===== config.mk =====
export PLATFORM = sky130hd
export DESIGN_NAME = dual_bank_fifo
export DESIGN_NICKNAME = d
export VERILOG_FILES = /design/src/rtl/dbf_pkg.sv /design/src/rtl/dbf_sp_ram.sv /design/src/rtl/dbf_reg_fifo.sv /design/src/rtl/dbf_bank.sv /design/src/rtl/dual_bank_fifo.sv
export SDC_FILE = /design/constraint.sdc
export NUM_CORES = 1
export LEC_CHECK = 0
export BUFFER_PORTS_ARGS = -buffer_cell sky130_fd_sc_hd__buf_2
export CAP_MARGIN = 10
export CORE_MARGIN = 5
export CORE_UTILIZATION = 41
export CTS_BUF_LIST = sky130_fd_sc_hd__clkbuf_16
export DETAILED_ROUTE_END_ITERATION = 12
export SYNTH_ARGS = -nofsm -noshare
export SYNTH_HDL_FRONTEND = slang
export SYNTH_SLANG_ARGS = --single-unit

===== constraint.sdc =====
create_clock -name clk -period 6 [get_ports clk]
set_input_delay 0.6 -clock clk [delete_from_list [all_inputs] [get_ports clk]]
set_output_delay 0.6 -clock clk [all_outputs]
set_load 0.05 [all_outputs]

===== src/rtl/dbf_pkg.sv =====
// Shared definitions for the dual-bank FIFO.
// Assumes exactly two banks; the steering logic toggles between them.
package dbf_pkg;

    localparam int unsigned NUM_BANKS = 2;

    // Which bank a steering pointer currently addresses.
    typedef enum logic {
        SEL_B0 = 1'b0,
        SEL_B1 = 1'b1
    } bank_sel_e;

endpackage


===== src/rtl/dbf_sp_ram.sv =====
// Single-port memory with registered inputs and a two-register read path.
// One access per cycle: the registered address serves either the write
// (when the registered write enable is set) or a read. Read data appears
// three edges after the address is presented. Holds no reset on data.
module dbf_sp_ram #(
    parameter int DW = 8,
    parameter int AW = 4
) (
    input  logic          clk,
    input  logic [AW-1:0] addr,
    input  logic          we,
    input  logic [DW-1:0] wdata,
    output logic [DW-1:0] rdata
);

    localparam int SZ = 1 << AW;

    logic [DW-1:0] cells [SZ];
    logic [AW-1:0] addr_q;
    logic          we_q;
    logic [DW-1:0] wdata_q;
    logic [DW-1:0] stage1;

    // Capture the request of this cycle.
    always_ff @(posedge clk) begin : p_req
        addr_q  <= addr;
        we_q    <= we;
        wdata_q <= wdata;
    end

    // Perform the captured access, then retime the read word once more.
    always_ff @(posedge clk) begin : p_access
        if (we_q) begin
            cells[addr_q] <= wdata_q;
        end
        stage1 <= cells[addr_q];
        rdata  <= stage1;
    end

endmodule


===== src/rtl/dbf_reg_fifo.sv =====
// Small register-based FIFO, one push and one pop per cycle, no bypass:
// an item pushed at an edge is visible at the head after that edge.
// Assumes the producer never pushes while full and the consumer never
// pops while empty. DEPTH need not be a power of two (DEPTH >= 2).
module dbf_reg_fifo #(
    parameter int DW    = 8,
    parameter int DEPTH = 2
) (
    input  logic                           clk,
    input  logic                           rst_n,
    input  logic                           clr,
    input  logic                           push,
    input  logic [DW-1:0]                  push_data,
    input  logic                           pop,
    output logic [DW-1:0]                  head_data,
    output logic                           not_empty,
    output logic [$clog2(DEPTH+1)-1:0]     fill
);

    localparam int CW = $clog2(DEPTH + 1);
    localparam int PW = (DEPTH > 1) ? $clog2(DEPTH) : 1;

    logic [DW-1:0] slot [DEPTH];
    logic [PW-1:0] wp;
    logic [PW-1:0] rp;

    function automatic logic [PW-1:0] step_ptr(input logic [PW-1:0] p);
        return (p == PW'(DEPTH - 1)) ? '0 : p + PW'(1);
    endfunction

    // Store the pushed word.
    always_ff @(posedge clk) begin : p_slot
        if (push) begin
            slot[wp] <= push_data;
        end
    end

    // Advance pointers and track occupancy.
    always_ff @(posedge clk) begin : p_ctrl
        if (!rst_n || clr) begin
            wp   <= '0;
            rp   <= '0;
            fill <= '0;
        end else begin
            if (push) wp <= step_ptr(wp);
            if (pop)  rp <= step_ptr(rp);
            case ({push, pop})
                2'b10:   fill <= fill + CW'(1);
                2'b01:   fill <= fill - CW'(1);
                default: fill <= fill;
            endcase
        end
    end

    assign head_data = slot[rp];
    assign not_empty = (fill != '0);

    AST_RF_NO_OVERFLOW:  assert property (@(posedge clk) disable iff (!rst_n)
        push |-> (fill < CW'(DEPTH)));
    AST_RF_NO_UNDERFLOW: assert property (@(posedge clk) disable iff (!rst_n)
        pop |-> (fill != '0));

endmodule


===== src/rtl/dbf_bank.sv =====
// Half-rate FIFO bank: one single-port memory plus a register output queue.
// A write has the port when offered; otherwise a read is issued if the
// memory holds data and the output queue has room for everything already
// in flight. Assumes writes arrive at most every other cycle, which the
// steering in the top level guarantees, so reads fill the gaps.
module dbf_bank #(
    parameter int DW      = 8,
    parameter int AW      = 4,
    parameter int RF_DEPTH = 4,
    parameter int OCW     = AW + 2
) (
    input  logic           clk,
    input  logic           rst_n,
    input  logic           clr,
    input  logic           wr_en,
    input  logic [DW-1:0]  wr_data,
    output logic           wr_ready,
    input  logic           pop,
    output logic           out_valid,
    output logic [DW-1:0]  out_data,
    output logic [OCW-1:0] occ
);

    localparam int SZ  = 1 << AW;
    localparam int MCW = AW + 1;
    localparam int RCW = $clog2(RF_DEPTH + 1);
    localparam int PCW = RCW + 2;

    logic [AW-1:0]  wptr;
    logic [AW-1:0]  rptr;
    logic [MCW-1:0] mcnt;
    logic [2:0]     rd_pipe;
    logic [RCW-1:0] rf_fill;
    logic [PCW-1:0] pend;
    logic           rd_issue;
    logic [AW-1:0]  ram_addr;
    logic [DW-1:0]  ram_rdata;

    // Items past the memory: in the read pipeline or in the output queue.
    assign pend = PCW'(rf_fill) + PCW'(rd_pipe[0]) + PCW'(rd_pipe[1]) + PCW'(rd_pipe[2]);

    assign wr_ready = (mcnt < MCW'(SZ));
    assign rd_issue = !wr_en && !clr && (mcnt != '0) && (pend < PCW'(RF_DEPTH));
    assign ram_addr = wr_en ? wptr : rptr;
    assign occ      = OCW'(mcnt) + OCW'(pend);

    dbf_sp_ram #(.DW(DW), .AW(AW)) u_ram (
        .clk   (clk),
        .addr  (ram_addr),
        .we    (wr_en),
        .wdata (wr_data),
        .rdata (ram_rdata)
    );

    // Memory pointers and stored-item count.
    always_ff @(posedge clk) begin : p_mem_ctrl
        if (!rst_n || clr) begin
            wptr <= '0;
            rptr <= '0;
            mcnt <= '0;
        end else begin
            if (wr_en)    wptr <= wptr + AW'(1);
            if (rd_issue) rptr <= rptr + AW'(1);
            case ({wr_en, rd_issue})
                2'b10:   mcnt <= mcnt + MCW'(1);
                2'b01:   mcnt <= mcnt - MCW'(1);
                default: mcnt <= mcnt;
            endcase
        end
    end

    // Valid tags that follow each read through the memory pipeline.
    always_ff @(posedge clk) begin : p_rd_pipe
        if (!rst_n || clr) begin
            rd_pipe <= '0;
        end else begin
            rd_pipe <= {rd_pipe[1:0], rd_issue};
        end
    end

    dbf_reg_fifo #(.DW(DW), .DEPTH(RF_DEPTH)) u_rf (
        .clk       (clk),
        .rst_n     (rst_n),
        .clr       (clr),
        .push      (rd_pipe[2]),
        .push_data (ram_rdata),
        .pop       (pop),
        .head_data (out_data),
        .not_empty (out_valid),
        .fill      (rf_fill)
    );

    AST_NO_OVERFLOW:  assert property (@(posedge clk) disable iff (!rst_n)
        wr_en |-> (mcnt < MCW'(SZ)));
    AST_HALF_RATE_IN: assert property (@(posedge clk) disable iff (!rst_n)
        wr_en |=> !wr_en);

endmodule


===== src/rtl/dual_bank_fifo.sv =====
// Full-rate synchronous FIFO from two half-rate single-port banks.
// Accepted items are dealt alternately to the banks by an input toggle;
// an output toggle pulls them back in the same order into a register
// queue that drives the port. Assumes AW >= 3 and
// 2*BANK_RF + OUT_RF < 2^(AW+1) so the count fits in AW+2 bits.
module dual_bank_fifo
    import dbf_pkg::*;
#(
    parameter int DW      = 8,
    parameter int AW      = 4,
    parameter int BANK_RF = 4,
    parameter int OUT_RF  = 2
) (
    input  logic            clk,
    input  logic            rst_n,
    input  logic            clr,
    input  logic            in_valid,
    input  logic [DW-1:0]   in_data,
    output logic            in_wait,
    output logic            out_valid,
    output logic [DW-1:0]   out_data,
    input  logic            out_wait,
    output logic [AW+1:0]   count
);

    localparam int CW       = AW + 2;
    localparam int OFW      = $clog2(OUT_RF + 1);
    localparam int CAPACITY = 2 * ((1 << AW) + BANK_RF) + OUT_RF;

    bank_sel_e in_sel;
    bank_sel_e out_sel;
    logic      isel;
    logic      osel;

    logic [NUM_BANKS-1:0] b_rdy;
    logic [NUM_BANKS-1:0] b_val;
    logic [DW-1:0]        b_dat [NUM_BANKS];
    logic [CW-1:0]        b_occ [NUM_BANKS];

    logic           in_acc;
    logic           out_acc;
    logic           pull;
    logic           o_ne;
    logic [OFW-1:0] o_fill;
    logic           o_room;

    assign isel    = (in_sel == SEL_B1);
    assign osel    = (out_sel == SEL_B1);
    assign in_wait = clr || !b_rdy[isel];
    assign in_acc  = in_valid && !in_wait;
    assign o_room  = (o_fill < OFW'(OUT_RF));
    assign pull    = b_val[osel] && o_room && !clr;
    assign out_valid = o_ne && !clr;
    assign out_acc = out_valid && !out_wait;
    assign count   = b_occ[0] + b_occ[1] + CW'(o_fill);

    // Input toggle: next accepted item goes to the other bank.
    always_ff @(posedge clk) begin : p_in_sel
        if (!rst_n || clr) begin
            in_sel <= SEL_B0;
        end else if (in_acc) begin
            in_sel <= (in_sel == SEL_B0) ? SEL_B1 : SEL_B0;
        end
    end

    // Output toggle: next item is pulled from the other bank.
    always_ff @(posedge clk) begin : p_out_sel
        if (!rst_n || clr) begin
            out_sel <= SEL_B0;
        end else if (pull) begin
            out_sel <= (out_sel == SEL_B0) ? SEL_B1 : SEL_B0;
        end
    end

    for (genvar g = 0; g < NUM_BANKS; g++) begin : g_bank
        localparam logic ME = 1'(g);
        dbf_bank #(.DW(DW), .AW(AW), .RF_DEPTH(BANK_RF), .OCW(CW)) u_bank (
            .clk       (clk),
            .rst_n     (rst_n),
            .clr       (clr),
            .wr_en     (in_acc && (isel == ME)),
            .wr_data   (in_data),
            .wr_ready  (b_rdy[g]),
            .pop       (pull && (osel == ME)),
            .out_valid (b_val[g]),
            .out_data  (b_dat[g]),
            .occ       (b_occ[g])
        );
    end

    dbf_reg_fifo #(.DW(DW), .DEPTH(OUT_RF)) u_out (
        .clk       (clk),
        .rst_n     (rst_n),
        .clr       (clr),
        .push      (pull),
        .push_data (b_dat[osel]),
        .pop       (out_acc),
        .head_data (out_data),
        .not_empty (o_ne),
        .fill      (o_fill)
    );

    AST_COUNT_UP:    assert property (@(posedge clk) disable iff (!rst_n)
        (in_acc && !out_acc && !clr) |=> (count == $past(count) + CW'(1)));
    AST_COUNT_DOWN:  assert property (@(posedge clk) disable iff (!rst_n)
        (!in_acc && out_acc && !clr) |=> (count == $past(count) - CW'(1)));
    AST_COUNT_BOUND: assert property (@(posedge clk) disable iff (!rst_n)
        count <= CW'(CAPACITY));
    AST_OUT_HOLD:    assert property (@(posedge clk) disable iff (!rst_n)
        (out_valid && out_wait) |=> (clr || (out_valid && $stable(out_data))));
    AST_CLR_EMPTY:   assert property (@(posedge clk) disable iff (!rst_n)
        clr |=> (count == '0));

endmodule


[Word-level counts from Yosys, hierarchy flattened]
Memory sizes are Yosys's and may differ from the RTL's. A register that Yosys moved wholly into a read port is not among the register bits.
Cells that the tools add are included.
Storage, ports and cells
  output and inout port bits: 16
  memories: 5
  bits in writable memories: 336
  logic and storage cells: 158
  register bits after elaboration: 86
  bits of input ports: 13
Memories
  g_bank[0].u_bank.u_ram.cells: depth 16, width 8, read ports 1, clocked after memory_dff 1, write ports 1, RTL line dbf_sp_ram.sv:18  | logic [DW-1:0] cells [SZ];
  g_bank[1].u_bank.u_ram.cells: depth 16, width 8, read ports 1, clocked after memory_dff 1, write ports 1, RTL line dbf_sp_ram.sv:18
  g_bank[0].u_bank.u_rf.slot: depth 4, width 8, read ports 1, clocked after memory_dff 1, write ports 1, RTL line dbf_reg_fifo.sv:23  | logic [DW-1:0] slot [DEPTH];
  g_bank[1].u_bank.u_rf.slot: depth 4, width 8, read ports 1, clocked after memory_dff 1, write ports 1, RTL line dbf_reg_fifo.sv:23
  u_out.slot: depth 2, width 8, read ports 1, clocked after memory_dff 1, write ports 1, RTL line dbf_reg_fifo.sv:23
Operators by class
  $lt $le $gt $ge: 8
  eq/ne operators: 14
  reductions and logical operators: 34
  multiplexer cells: 38
  bitwise operators: 3
  add/subtract/negate cells: 30
Operator list (number)
  $mux W8: 3
  $add A5 B1 Y5: 4
  $mux W1: 20
  $pmux W5 S2: 2
  $eq A2 B2 Y1 const B: 9
  $add A4 B1 Y4 const B: 4
  $mux W2: 8
  $logic_and A1 B1 Y1: 15
  $add A5 B5 Y6: 2
  $pmux W3 S2: 2
  $reduce_bool A2 Y1: 6
  $add A2 B1 Y2 const B: 5
  $add A5 B1 Y5 const B: 2
  $eq A2 B1 Y1 const B: 5
  $lt A5 B3 Y1 const B: 2
  $lt A5 B5 Y1 const B: 2
  $reduce_bool A5 Y1: 2
  $sub A5 B1 Y5 const B: 2
  $add A3 B1 Y4: 2
  $mux W4: 2
  $logic_not A1 Y1: 7
  $add A3 B1 Y3 const B: 2
  $add A6 B2 Y6: 1
  $add A6 B6 Y6: 1
  11 further kinds: 17

[Longest topological paths before layout]
  word-level depth: 14
  mapped depth: 17
  mapped depth without buffers: 17

[Modules after synthesis]
Synthesis repeated with hierarchy kept, for this count alone.
Unflattened totals
  cell total of the unflattened synthesis: 1020
  area total of the unflattened synthesis: 17663.2 um^2
By module, submodules not included
  dbf_sp_ram: times used 2, area each 5487.8 um^2, seq. area each 4424.2 um^2, cells an instance 251
  dbf_reg_fifo at g_bank[0].u_bank.u_rf: times used 1, area each 1606.5 um^2, seq. area each 1141.1 um^2, cells an instance 90
  dbf_reg_fifo at g_bank[1].u_bank.u_rf: times used 1, area each 1596.5 um^2, seq. area each 1141.1 um^2, cells an instance 86
  dbf_bank at g_bank[0].u_bank: times used 1, area each 1128.6 um^2, seq. area each 320.3 um^2, cells an instance 124
  dbf_bank at g_bank[1].u_bank: times used 1, area each 1086.0 um^2, seq. area each 320.3 um^2, cells an instance 119
  dbf_reg_fifo at u_out: times used 1, area each 780.7 um^2, seq. area each 580.6 um^2, cells an instance 47
  dual_bank_fifo: times used 1, area each 489.2 um^2, seq. area each 40.0 um^2, cells an instance 52

[Worst setup path before layout]
Ideal clock, no wire load.
  path kind: reg2out
  from: register g_bank[0].u_bank.u_rf.fill[0]
  to: output count[5]
  data required time: 5.400 ns
  arrival: 4.069 ns
  buffers on the path: 0
  setup slack: 1.331 ns
  cell stages (with the launch flop): 16
  cell sequence: dfxtp_1 -> ha_1 -> inv_1 -> fa_1 -> nor3b_1 -> mux2i_1 -> nand2_1 -> fa_1 -> inv_1 -> fa_1 -> inv_1 -> ha_1 -> inv_1 -> o21bai_1 -> a21oi_1 -> xnor2_1
Between the ends
  word-level cells in the longest chain between the ends: 6
Ends and longest elaborated chain
  from (decl): RTL line dbf_reg_fifo.sv:17  | output logic [$clog2(DEPTH+1)-1:0] fill
  from (signal assigned): RTL line dbf_reg_fifo.sv:48  | 2'b10: fill <= fill + CW'(1);
  from (signal assigned): RTL line dbf_reg_fifo.sv:49  | 2'b01: fill <= fill - CW'(1);
  from (signal assigned): RTL line dbf_reg_fifo.sv:50  | default: fill <= fill;
  $add A3 B1 Y4: RTL line dbf_bank.sv:40  | assign pend = PCW'(rf_fill) + PCW'(rd_pipe[0]) + PCW'(rd_pipe[1]) + PCW'(rd_pipe[2]);
  $add A5 B1 Y5 (2 in series): RTL line dbf_bank.sv:40
  $add A5 B5 Y6: RTL line dbf_bank.sv:45  | assign occ = OCW'(mcnt) + OCW'(pend);
  $add A6 B6 Y6: RTL line dual_bank_fifo.sv:55  | assign count = b_occ[0] + b_occ[1] + CW'(o_fill);
  $add A6 B2 Y6: RTL line dual_bank_fifo.sv:55
  to (decl): RTL line dual_bank_fifo.sv:23  | output logic [AW+1:0] count
No other way between the ends.

[Worst setup path after layout]
  from: register g_bank[1].u_bank.u_rf.fill[0]
  to: output count[5]
Between the ends
  word-level cells in the longest chain between the ends: 6
Ends and longest elaborated chain (RTL line)
  from (decl): dbf_reg_fifo.sv:17
  from (signal assigned): dbf_reg_fifo.sv:48
  from (signal assigned): dbf_reg_fifo.sv:49
  from (signal assigned): dbf_reg_fifo.sv:50
  $add A3 B1 Y4: dbf_bank.sv:40
  $add A5 B1 Y5 (2 in series): dbf_bank.sv:40
  $add A5 B5 Y6: dbf_bank.sv:45
  $add A6 B6 Y6: dual_bank_fifo.sv:55
  $add A6 B2 Y6: dual_bank_fifo.sv:55
No other way between the ends.

==> results.txt <==
Worst Tran Pin Value = 1.20 ns
WL final = 31400 µm
I/O pin count = 29
CTS Buffer Depth = 3
Port Buffer Count = 28
Max-Cap Viols = 0
layout net count = 1088
max-slew violations = 0
Rows = 75
Worst VDD drop = 0.253 mV
clock-pin slew on the worst setup and hold paths = 0.06 ns
first-pass GRT wire length = 49800 µm
Yosys top cell by area = edfxtp_1
largest net degree at the start of global routing = 47
number of synthesized flops with an enable pin = 336
Post-Syn Nets = 1032
DR vias = 8143
worst-case reg-to-reg path depth = 14
CP max stage delay = 0.51 ns
Setup Fix Bufs, Post-CTS = 0
Core Area = 41900 µm²
Post-Syn Area = 17400 µm²
Antenna diodes = 0
clk_lat worst skew = 0.54 ns
RSZ-0062 raised after global routing = false
drt wl/cell = 19.6 µm
routability cong. = 0.754
initial drt markers = 565
RR Startpoint = g_bank[1].u_bank.u_rf.fill[0]
fin crit period = 5.08 ns
First-pass DRT Iterations = 5
status = finished clean
Max H-tree Level = 2
reg-to-reg setup timing slack = 1.83 ns
Antenna Violating Nets Remaining = 0
vias in the first global route = 8379
PostCTS Resize Cnt = 0
worst hold start = in_data[6]
Crit-path slowest cell = fa_1
Worst Path Buf+Inv = 3
syn avg cell area = 18.0 µm²
Power Total = 6030 µW
Setup CP Type = register to output port
Main synth FF type = edfxtp_1
Cell Chain, Critical Path = ha_1, fa_1, ha_1, xnor2_1, xnor2_1, fa_1, inv_1, fa_1, inv_1, ha_1, a21oi_1, o21bai_1, a21oi_1, xnor2_1, buf_2
number of remaining DRC errors = 0
Filler cells = 3513
CP delay by family, top = adder cells
WHS = 0.157 ns
worst min-delay path class = input port to register
Hold Path Cell Cnt = 1
data required time at the worst endpoint = 5.40 ns
Rel. slew slack = 0.201
FFs w/ async S/R, synth = 0
Syn Inst Count = 966
hold endpoint = g_bank[1].u_bank.u_ram.wdata_q[6]
clk sinks = 443
Die ar. = 46600 µm²
synthesis-to-finish area growth = 12.7%
final setup TNS = 0 ns
r2r endpoint = g_bank[1].u_bank.mcnt[4]
gr ovfl total = 0
critical path endpoint category = output port
Worst EP arrival = 4.48 ns
Root Buffer Master = clkbuf_16
Yosys cell types = 46
hold_buf cts = 0
DIE HEIGHT = 216 µm
total global routing track utilization = 0.137
initial core utilization = 0.414
Power Density = 308 nW/µm²
Setup Skew = 0.0168 ns
Yosys Warn Count = 0
proportion of layout cells with a drive suffix above 1 = 0.223
fin crit share = 0.847
Detail Placement HPWL = 19600 µm
vias per inst = 5.10
Seq cells post-synth = 443
Fmax = 197 MHz
Final Hold Vio Count = 0
post-synthesis sequential area ratio = 0.704
TritonCTS Buffers = 46
top cell type's share of synthesized area = 0.581
startpoint types = register
CTS tree = built
antenna violations before repair = 0
Die Width = 216 µm
Worst Path Max Fanout = 4
Pleak = 0.00645 µW
Area contributors post-synth = edfxtp_1, mux4_2, dfxtp_1, ha_1, fa_1
# setup viols final = 0
## worst max-delay path by stage
stage,start,endpoint,slack [ns],cells past startpoint
floorplan,g_bank[0].u_bank.u_rf.fill[0],count[5],1.33,15
global placement,g_bank[1].u_bank.u_rf.fill[0],count[5],1.46,15
detailed placement,g_bank[0].u_bank.u_rf.fill[0],count[5],1.44,17
CTS,g_bank[1].u_bank.u_rf.fill[0],count[5],0.85,15
global route,g_bank[1].u_bank.u_rf.fill[0],count[5],0.60,15
finish,g_bank[1].u_bank.u_rf.fill[0],count[5],0.92,15
## where the power goes
group          internal (µW)  leakage [µW]  switching [µW]  total, µW
clock                   1520      0.000732            1120       2630
sequential              3300       0.00390            24.5       3330
combinational           27.0       0.00182            45.3       72.3
total                   4850       0.00645            1190       6030
## final cells by class
class,count,area (µm²),area share
clock inverter,37,251,0.0128
tap,539,674,0.0344
multi-input combinational,434,4780,0.244
inverter,53,199,0.0102
clock buffer,46,1150,0.0587
timing repair buffer,44,300,0.0153
sequential,443,12200,0.624
## layer usage
| layer | vias to the layer above | track usage | wire, µm |
|---|---|---|---|
| met3 | 46 | 0.0240 | 1200 |
| met5 | - | 0 | 0 |
| met1 | 4148 | 0.198 | 14600 |
| li1 | 3813 | - | - |
| met4 | 0 | 0.0386 | 593 |
| met2 | 136 | 0.217 | 15000 |
## Yosys cell counts (3+ instances only)
cell and n:
mux2i_1 8, nor2b_1 7, nor3_1 14, nand2_1 15, nor2_1 69, mux4_2 96, a211oi_1 3, buf_1 4
inv_1 53, clkbuf_1 21, ha_1 35, edfxtp_1 336, mux2_2 24, a21oi_1 24, or3_1 9, fa_1 18
and2_1 14, o21ai_0 13, nand2b_1 6, a21o_1 3, nand3b_1 7, xnor2_1 16, nand3_1 8, nand4_1 5
dfxtp_1 107, xor2_1 15, buf_2 7
## logic make-up after synthesis
kind of cell | after synthesis | synth area share
AO/OA/AOI/OAI | 53 | 0.0186
AND/OR/NAND/NOR | 169 | 0.0504
adder cells (fa/ha/maj) | 53 | 0.0459
multiplexers | 128 | 0.145
XOR/XNOR | 31 | 0.0156
buffers and inverters | 89 | 0.0210
flip-flops | 443 | 0.704
## registers in the layout (all words and copies together) (netlist names), named ones only
register                     count
u_out.fill                       2
g_bank.u_bank.mcnt              10
g_bank.u_bank.u_ram.rdata       16
g_bank.u_bank.u_ram.we_q         2
g_bank.u_bank.u_rf.fill          6
g_bank.u_bank.u_ram.cells      256
u_out.wp                         1
g_bank.u_bank.u_rf.rp            4
g_bank.u_bank.rd_pipe            6
u_out.rp                         1
g_bank.u_bank.u_rf.slot         64
g_bank.u_bank.rptr               8
u_out.slot                      16
osel                             1
g_bank.u_bank.u_ram.wdata_q      8
g_bank.u_bank.wptr               8
g_bank.u_bank.u_ram.stage1      16
g_bank.u_bank.u_rf.wp            4
in_sel                           1
g_bank.u_bank.u_ram.addr_q       8
## worst register-to-register path, stage by stage (launching register included)
cell and delay (ns):
dfxtp_1 0.39, ha_1 0.26, fa_1 0.42, ha_1 0.23, xnor2_1 0.20, xnor2_1 0.16, nor4b_4 0.64, ha_1 0.38
inv_1 0.12, fa_1 0.40, nor2b_1 0.17, o21ai_0 0.12, nor4b_1 0.17, or3_1 0.32, a21oi_1 0.13
## stage by stage
stage	instance area (µm²)	setup slack [ns]	util	instances
floorplan	17400	1.33	-	966
global placement	18100	1.46	0.432	1511
detailed placement	18100	1.44	0.432	1511
CTS	19500	0.848	0.466	1594
global route	19600	0.599	0.467	1596
finish	19600	0.918	0.467	1596
## cells in the final DEF (no fill, tap or decap), types with 7 or more instances in the layout
cell	instances
or3_1	9
nand3b_1	7
dfxtp_1	105
fa_1	18
ha_1	35
mux2i_1	8
xor2_1	15
mux4_2	96
clkbuf_16	46
nand2_1	15
nor2b_1	7
clkinv_2	11
buf_2	28
clkinv_1	9
nor2_1	69
edfxtp_1	336
xnor2_1	16
nand3_1	8
o21ai_0	13
mux2_2	24
and2_1	14
buf_4	14
inv_1	64
a21oi_1	24
nor3_1	14
(Power assumes the default switching activity.)
